<file path="config.mk">
export PLATFORM = sky130hd
export DESIGN_NAME = exec_stage
export DESIGN_NICKNAME = d
export VERILOG_FILES = /design/src/rtl/exec_pkg.sv /design/src/rtl/exec_decode.sv /design/src/rtl/exec_immext.sv /design/src/rtl/exec_alu.sv /design/src/rtl/exec_stage.sv
export SDC_FILE = /design/constraint.sdc
export NUM_CORES = 1
export LEC_CHECK = 0
export BUFFER_PORTS_ARGS = -buffer_cell sky130_fd_sc_hd__buf_4
export CORE_MARGIN = 1
export CORE_UTILIZATION = 60
export DETAILED_ROUTE_END_ITERATION = 7
export GPL_TIMING_DRIVEN = 0
export PLACE_DENSITY = 0.95
export SLEW_MARGIN = 20
export SYNTH_ARGS = -nofsm -noshare
export SYNTH_HDL_FRONTEND = slang
export SYNTH_SLANG_ARGS = --single-unit
</file>
<file path="constraint.sdc">
create_clock -name vclk -period 7.9
set_input_delay 0.395 -clock vclk [all_inputs]
set_output_delay 0.395 -clock vclk [all_outputs]
set_load 0.01 [all_outputs]
</file>
<file path="src/rtl/exec_pkg.sv">
package exec_pkg;

  localparam int unsigned INSN_W  = 32;
  localparam int unsigned OPC_W   = 6;
  localparam int unsigned FUNC_W  = 6;
  localparam int unsigned IMM_W   = 16;

  localparam logic [OPC_W-1:0] OPC_REG   = 6'h00;
  localparam logic [OPC_W-1:0] OPC_ADDI  = 6'h08;
  localparam logic [OPC_W-1:0] OPC_ADDIU = 6'h09;
  localparam logic [OPC_W-1:0] OPC_ORI   = 6'h0D;
  localparam logic [OPC_W-1:0] OPC_LUI   = 6'h0F;

  localparam logic [FUNC_W-1:0] FN_SLL  = 6'd0;
  localparam logic [FUNC_W-1:0] FN_SUB  = 6'd34;
  localparam logic [FUNC_W-1:0] FN_SLT  = 6'd42;
  localparam logic [FUNC_W-1:0] FN_SLTU = 6'd43;

  typedef enum logic [2:0] {
    ALU_NONE,
    ALU_ADD,
    ALU_OR,
    ALU_HIGH,
    ALU_SUB,
    ALU_LTS,
    ALU_LTU,
    ALU_SHL
  } alu_op_e;

endpackage

</file>
<file path="src/rtl/exec_decode.sv">
module exec_decode
  import exec_pkg::*;
#(
  parameter int unsigned RIDX_W = 5,
  localparam int unsigned SH_W  = 5
) (
  input  logic [INSN_W-1:0] insn_i,
  output alu_op_e           op_o,
  output logic              use_imm_o,
  output logic              imm_signed_o,
  output logic [SH_W-1:0]   shamt_o,
  output logic [RIDX_W-1:0] dest_o,
  output logic              wr_en_o
);

  logic [OPC_W-1:0]  opcode;
  logic [FUNC_W-1:0] funct;
  logic [RIDX_W-1:0] rt_idx;
  logic [RIDX_W-1:0] rd_idx;
  logic              reg_form;
  logic              known;

  assign opcode   = insn_i[INSN_W-1 -: OPC_W];
  assign funct    = insn_i[FUNC_W-1:0];
  assign rt_idx   = insn_i[IMM_W +: RIDX_W];
  assign rd_idx   = insn_i[IMM_W-RIDX_W +: RIDX_W];
  assign shamt_o  = insn_i[FUNC_W +: SH_W];
  assign reg_form = (opcode == OPC_REG);

  always_comb begin
    op_o         = ALU_NONE;
    use_imm_o    = !reg_form;
    imm_signed_o = 1'b0;
    known        = 1'b0;
    if (reg_form) begin
      unique case (funct)
        FN_SUB:  begin op_o = ALU_SUB; known = 1'b1; end
        FN_SLT:  begin op_o = ALU_LTS; known = 1'b1; end
        FN_SLTU: begin op_o = ALU_LTU; known = 1'b1; end
        FN_SLL:  begin op_o = ALU_SHL; known = 1'b1; end
        default: begin op_o = ALU_NONE; known = 1'b0; end
      endcase
    end else begin
      unique case (opcode)
        OPC_ADDI:  begin op_o = ALU_ADD;  imm_signed_o = 1'b1; known = 1'b1; end
        OPC_ADDIU: begin op_o = ALU_ADD;  known = 1'b1; end
        OPC_ORI:   begin op_o = ALU_OR;   known = 1'b1; end
        OPC_LUI:   begin op_o = ALU_HIGH; known = 1'b1; end
        default:   begin op_o = ALU_NONE; known = 1'b0; end
      endcase
    end
  end

  assign dest_o  = reg_form ? rd_idx : rt_idx;
  assign wr_en_o = known && (dest_o != '0);

endmodule

</file>
<file path="src/rtl/exec_immext.sv">
module exec_immext
  import exec_pkg::*;
#(
  parameter int unsigned XLEN = 32
) (
  input  logic [IMM_W-1:0] imm_i,
  input  logic             signed_i,
  output logic [XLEN-1:0]  ext_o
);

  localparam int unsigned FILL_W = XLEN - IMM_W;

  logic fill_bit;
  assign fill_bit = signed_i & imm_i[IMM_W-1];
  assign ext_o    = {{FILL_W{fill_bit}}, imm_i};

endmodule

</file>
<file path="src/rtl/exec_alu.sv">
module exec_alu
  import exec_pkg::*;
#(
  parameter int unsigned XLEN = 32,
  localparam int unsigned SH_W = $clog2(XLEN)
) (
  input  alu_op_e          op_i,
  input  logic [XLEN-1:0]  a_i,
  input  logic [XLEN-1:0]  b_i,
  input  logic [SH_W-1:0]  shamt_i,
  output logic [XLEN-1:0]  y_o
);

  logic [XLEN-1:0] diff;
  logic            lt_u;
  logic            lt_s;

  assign diff = a_i - b_i;
  assign lt_u = (a_i < b_i);
  assign lt_s = (a_i[XLEN-1] != b_i[XLEN-1]) ? a_i[XLEN-1] : lt_u;

  always_comb begin
    unique case (op_i)
      ALU_ADD:  y_o = a_i + b_i;
      ALU_OR:   y_o = a_i | b_i;
      ALU_HIGH: y_o = b_i << IMM_W;
      ALU_SUB:  y_o = diff;
      ALU_LTS:  y_o = {{(XLEN-1){1'b0}}, lt_s};
      ALU_LTU:  y_o = {{(XLEN-1){1'b0}}, lt_u};
      ALU_SHL:  y_o = b_i << shamt_i;
      default:  y_o = '0;
    endcase
  end

endmodule

</file>
<file path="src/rtl/exec_stage.sv">
module exec_stage
  import exec_pkg::*;
#(
  parameter int unsigned XLEN   = 32,
  parameter int unsigned RIDX_W = 5
) (
  input  logic [INSN_W-1:0] insn_i,
  input  logic [XLEN-1:0]   rs_val_i,
  input  logic [XLEN-1:0]   rt_val_i,
  output logic [XLEN-1:0]   result_o,
  output logic [RIDX_W-1:0] dest_o,
  output logic              wr_en_o
);

  localparam int unsigned SH_W = $clog2(XLEN);

  alu_op_e         alu_op;
  logic            use_imm;
  logic            imm_signed;
  logic [SH_W-1:0] shamt;
  logic [XLEN-1:0] imm_ext;
  logic [XLEN-1:0] operand_b;
  logic            unused_rs_idx;

  assign unused_rs_idx = ^insn_i[IMM_W+RIDX_W +: RIDX_W];

  exec_decode #(.RIDX_W(RIDX_W)) u_dec (
    .insn_i       (insn_i),
    .op_o         (alu_op),
    .use_imm_o    (use_imm),
    .imm_signed_o (imm_signed),
    .shamt_o      (shamt),
    .dest_o       (dest_o),
    .wr_en_o      (wr_en_o)
  );

  exec_immext #(.XLEN(XLEN)) u_ext (
    .imm_i    (insn_i[IMM_W-1:0]),
    .signed_i (imm_signed),
    .ext_o    (imm_ext)
  );

  assign operand_b = use_imm ? imm_ext : rt_val_i;

  exec_alu #(.XLEN(XLEN)) u_alu (
    .op_i    (alu_op),
    .a_i     (rs_val_i),
    .b_i     (operand_b),
    .shamt_i (shamt),
    .y_o     (result_o)
  );

endmodule

</file>
==> results by stage <==
Run status:
- The flow ran to the end, and the final reports show no timing, DRC or antenna violations.

Timing:
- Of the available clock period, the critical path in the final layout requires 83.1%.
- The worst setup margin is 1.34 ns.
- The maximum achievable frequency is 152 MHz.
- Setup repair after global routing left no endpoint under its margin.
- The final number of max-transition violations is 0.
- Final hold analysis gives a worst-case slack of roughly 1.1 ns.
- The final hold violation count was 0.
- The worst pin sits at a relative slew slack of 28.5%.
- For the pin with the worst max-slew slack, the measured transition is roughly 1.1 ns.
- Setup total negative slack on the finished layout was measured at 0 ns.
- Setup violations remaining at the end of the flow were counted as 0.
- After layout, the minimum clock period comes to 6.56 ns.

Setup path:
- Data on the critical path is required at its endpoint by 7.51 ns.
- In this run the worst path has a maximum fanout of 10.
- Data on the critical path arrives at its endpoint at 6.17 ns.
- The type of element capturing the critical path is an output port.
- The class of the most critical setup path is input port to output port.
- The type of origin of the critical path is an input port.

Placement:
- The minimum setup slack after placement is ~1.7 ns.
- Summed over all nets, the half-perimeter wirelength after detailed placement is around 26000 µm.
- Buffers placed on the I/O ports in this run total approximately 130.
- The weighted congestion reported at the end of routability-driven placement is 1.08.

Run:
- The number of maximum-capacitance constraint violations is 0.

Finish:
- The area taken by flip-flops and latches is 0 µm².
- The fraction of layout instances using a drive strength above 1 is 16.6%.
- The synthesis-to-finish area growth is 15.4%.
- Counting the fill cells in the layout gives about 1000.
- In the final layout, the multi-input gates occupy between 0.006 and 0.007 mm².
- Leaving out fill and tap cells, the most frequent cell in the layout is sky130_fd_sc_hd__buf_4.
- For this run, the share of the core covered by cells in the final layout is 72.4%.
- The repair_antennas step left the layout with diodes totalling 0.
- In the layout the commonest cells are sky130_fd_sc_hd__buf_4 (126), sky130_fd_sc_hd__nor2_1 (121), sky130_fd_sc_hd__nand2_1 (103).
- In the finished design the tool counted flip-flops and latches totalling 0.
- In the finished layout, the clock tree contains a buffer count of 0.
- The net total in the final layout is between 1000 and 1500.

Global routing:
- The routing usage on met3 is 10.3%.
- The first-pass GRT wire length is about 48000 µm.
- For met1 alone, demand over resource in global routing was approximately 63%.
- The initial antenna violation count is 0.
- After global routing, the most crowded layer is met2.
- The number of global-route vias before repair came to 9033.
- In the global route stage, met2 resource usage came out at around three quarters.
- After global routing the overflow that remains totals 0.
- The pin count of the biggest net entering global routing is 11.
- In the global route stage, overall resource usage came out at 48.5%.

Floorplanning:
- In this run the horizontal extent of the chip is ~110 µm.
- The vertical die dimension is between 100 and 150 µm.
- The die covers 0.0127 mm².
- The standard cell core area is 0.0117 mm².
- The starting density of the core is 62.8%.
- 134 I/O pins were placed.
- The number of rows in the core area is 39.

Synth:
- The biggest area contributor in the post-synthesis netlist is sky130_fd_sc_hd__ha_1.
- Yosys attributes the largest share of cell area to sky130_fd_sc_hd__ha_1 (16%), sky130_fd_sc_hd__mux4_2 (6.8%), sky130_fd_sc_hd__a21oi_1 (6.5%).
- The share of the synthesized area in the top cell type is 16.2%.
- The number of warnings printed during yosys synthesis is 0.
- Synthesis produced a netlist whose cell count is 1094.
- Averaged over all synthesized cells, the footprint is approximately 6.7 µm².
- The number of distinct library cell variants in the gate-level netlist after synthesis is 83.
- The post-synthesis instance area is 0.00732 mm².
- The portion of the post-synthesis area used by sequential elements is 0%.
- The net count after synthesis is 1287.

Power:
- The design draws ~0.48 mW.
- The total leakage power is 3.81 nW.
- For this design the ratio of total power to cell area is between 50 and 60 mW/mm².
- The maximum vdd ir drop is 33.2 µV.

Route:
- The starting DRC count in detailed routing is 1668.
- The first detailed-routing pass took 7 iterations.
- The routed design has ~32000 µm of wire.
- After detailed routing, the average wire length per cell comes to about 23 µm.
- For this block, the via count after detailed routing is 9899.
- The remaining antenna violation count after routing is 0.
- In the routed design, unresolved DRC markers number 0.
- In the routed layout, each cell is associated on average with a via count of 7.26.

Hold path:
- The launch point of the worst hold path is insn_i[18].
- The capture endpoint of the worst hold path is dest_o[2].
- Counting instances, the worst hold path has a depth of 4.
- The min-delay analysis places its worst path in the category input port to output port.

Clock network:
- Hold repair after CTS inserted 0 buffers.
- The setup fix buffers added after clock tree synthesis is 0.
- The number of resized instances in the post-cts repair step is 0.
## power by group
| group | internal, mW | switching [mW] |
|---|---|---|
| Clock | 0 | 0 |
| Combinational | 0.186 | 0.292 |
| Sequential | 0 | 0 |
## final cells by class
class | count | share of cell area (%)
timing repair buffer | 126 | 11.2
multi-input combinational | 921 | 78.4
inverter | 101 | 4.49
tap | 143 | 2.12
buffer | 72 | 3.81
## cell families after synthesis
kind of cell | after synthesis | share of synthesized area (%)
AO/OA/AOI/OAI | 409 | 38.2
AND/OR/NAND/NOR | 350 | 22.2
multiplexers | 56 | 12.2
adder cells (fa/ha/maj) | 97 | 16.8
buffers and inverters | 173 | 9.57
XOR/XNOR | 9 | 1.08
## metal layers
layer	part of all wire (%)	up-vias	wire length, µm
li1	-	4345	-
met1	37	4494	11800
met2	42	871	13400
met3	14	189	4380
met4	6.4	0	2000
met5	0	-	0
## metrics by stage
stage                     cells  instance area [µm²]
after global placement     1363                 8450
after floorplan            1094                 7320
after CTS                  1363                 8450
after detailed placement   1363                 8450
final                      1363                 8450
after global routing       1363                 8450
## worst max-delay path, cell delays in order
cell                        delay [ns]
sky130_fd_sc_hd__clkbuf_1         0.43
sky130_fd_sc_hd__inv_1            0.20
sky130_fd_sc_hd__clkbuf_1         0.26
sky130_fd_sc_hd__clkbuf_1         0.33
sky130_fd_sc_hd__o21ai_0          0.76
sky130_fd_sc_hd__inv_1            0.17
sky130_fd_sc_hd__ha_1             0.36
sky130_fd_sc_hd__and3_1           0.20
sky130_fd_sc_hd__and3_1           0.24
sky130_fd_sc_hd__a2111oi_0        0.86
sky130_fd_sc_hd__nor3_1           0.29
sky130_fd_sc_hd__o41ai_2          0.57
sky130_fd_sc_hd__o21ai_0          0.34
sky130_fd_sc_hd__nor3_1           0.27
sky130_fd_sc_hd__o221a_2          0.23
sky130_fd_sc_hd__o21ai_1          0.09
sky130_fd_sc_hd__buf_4            0.17
## cell usage after synthesis, types with 5 or more instances
library cell / number
sky130_fd_sc_hd__a221oi_1: 10
sky130_fd_sc_hd__o211ai_1: 13
sky130_fd_sc_hd__a21oi_1: 95
sky130_fd_sc_hd__mux2_2: 6
sky130_fd_sc_hd__nand3_1: 25
sky130_fd_sc_hd__a31oi_1: 9
sky130_fd_sc_hd__a221o_1: 12
sky130_fd_sc_hd__nand2b_1: 19
sky130_fd_sc_hd__o221ai_1: 15
sky130_fd_sc_hd__nand4_1: 12
sky130_fd_sc_hd__o21bai_1: 14
sky130_fd_sc_hd__ha_1: 95
sky130_fd_sc_hd__buf_2: 16
sky130_fd_sc_hd__mux4_2: 22
sky130_fd_sc_hd__a211oi_1: 21
sky130_fd_sc_hd__nor4_1: 11
sky130_fd_sc_hd__clkbuf_1: 49
sky130_fd_sc_hd__xnor2_1: 9
sky130_fd_sc_hd__or2_2: 6
sky130_fd_sc_hd__o22ai_1: 17
sky130_fd_sc_hd__a21o_1: 20
sky130_fd_sc_hd__o21ai_0: 80
sky130_fd_sc_hd__nor3_1: 14
sky130_fd_sc_hd__nor2_1: 121
sky130_fd_sc_hd__o21a_1: 6
sky130_fd_sc_hd__a211o_1: 6
sky130_fd_sc_hd__a311oi_1: 6
sky130_fd_sc_hd__nor2b_1: 9
sky130_fd_sc_hd__nand2_1: 103
sky130_fd_sc_hd__a22oi_1: 10
sky130_fd_sc_hd__o31ai_1: 19
sky130_fd_sc_hd__mux2i_1: 24
sky130_fd_sc_hd__and3_1: 9
sky130_fd_sc_hd__inv_1: 98
sky130_fd_sc_hd__a2111oi_0: 5
## worst max-delay path by stage
stage | startpoint | endpoint | slack (ns) | depth (start not counted)
2_1_floorplan | insn_i[31] | result_o[25] | 3.24 | 20
3_3_place_gp | insn_i[31] | result_o[24] | 1.68 | 19
3_5_place_dp | insn_i[31] | result_o[28] | 1.67 | 20
4_1_cts | insn_i[31] | result_o[28] | 1.66 | 20
5_1_grt | insn_i[8] | result_o[24] | 1.14 | 16
6_report | insn_i[8] | result_o[28] | 1.34 | 17
(Power assumes the default switching activity.)
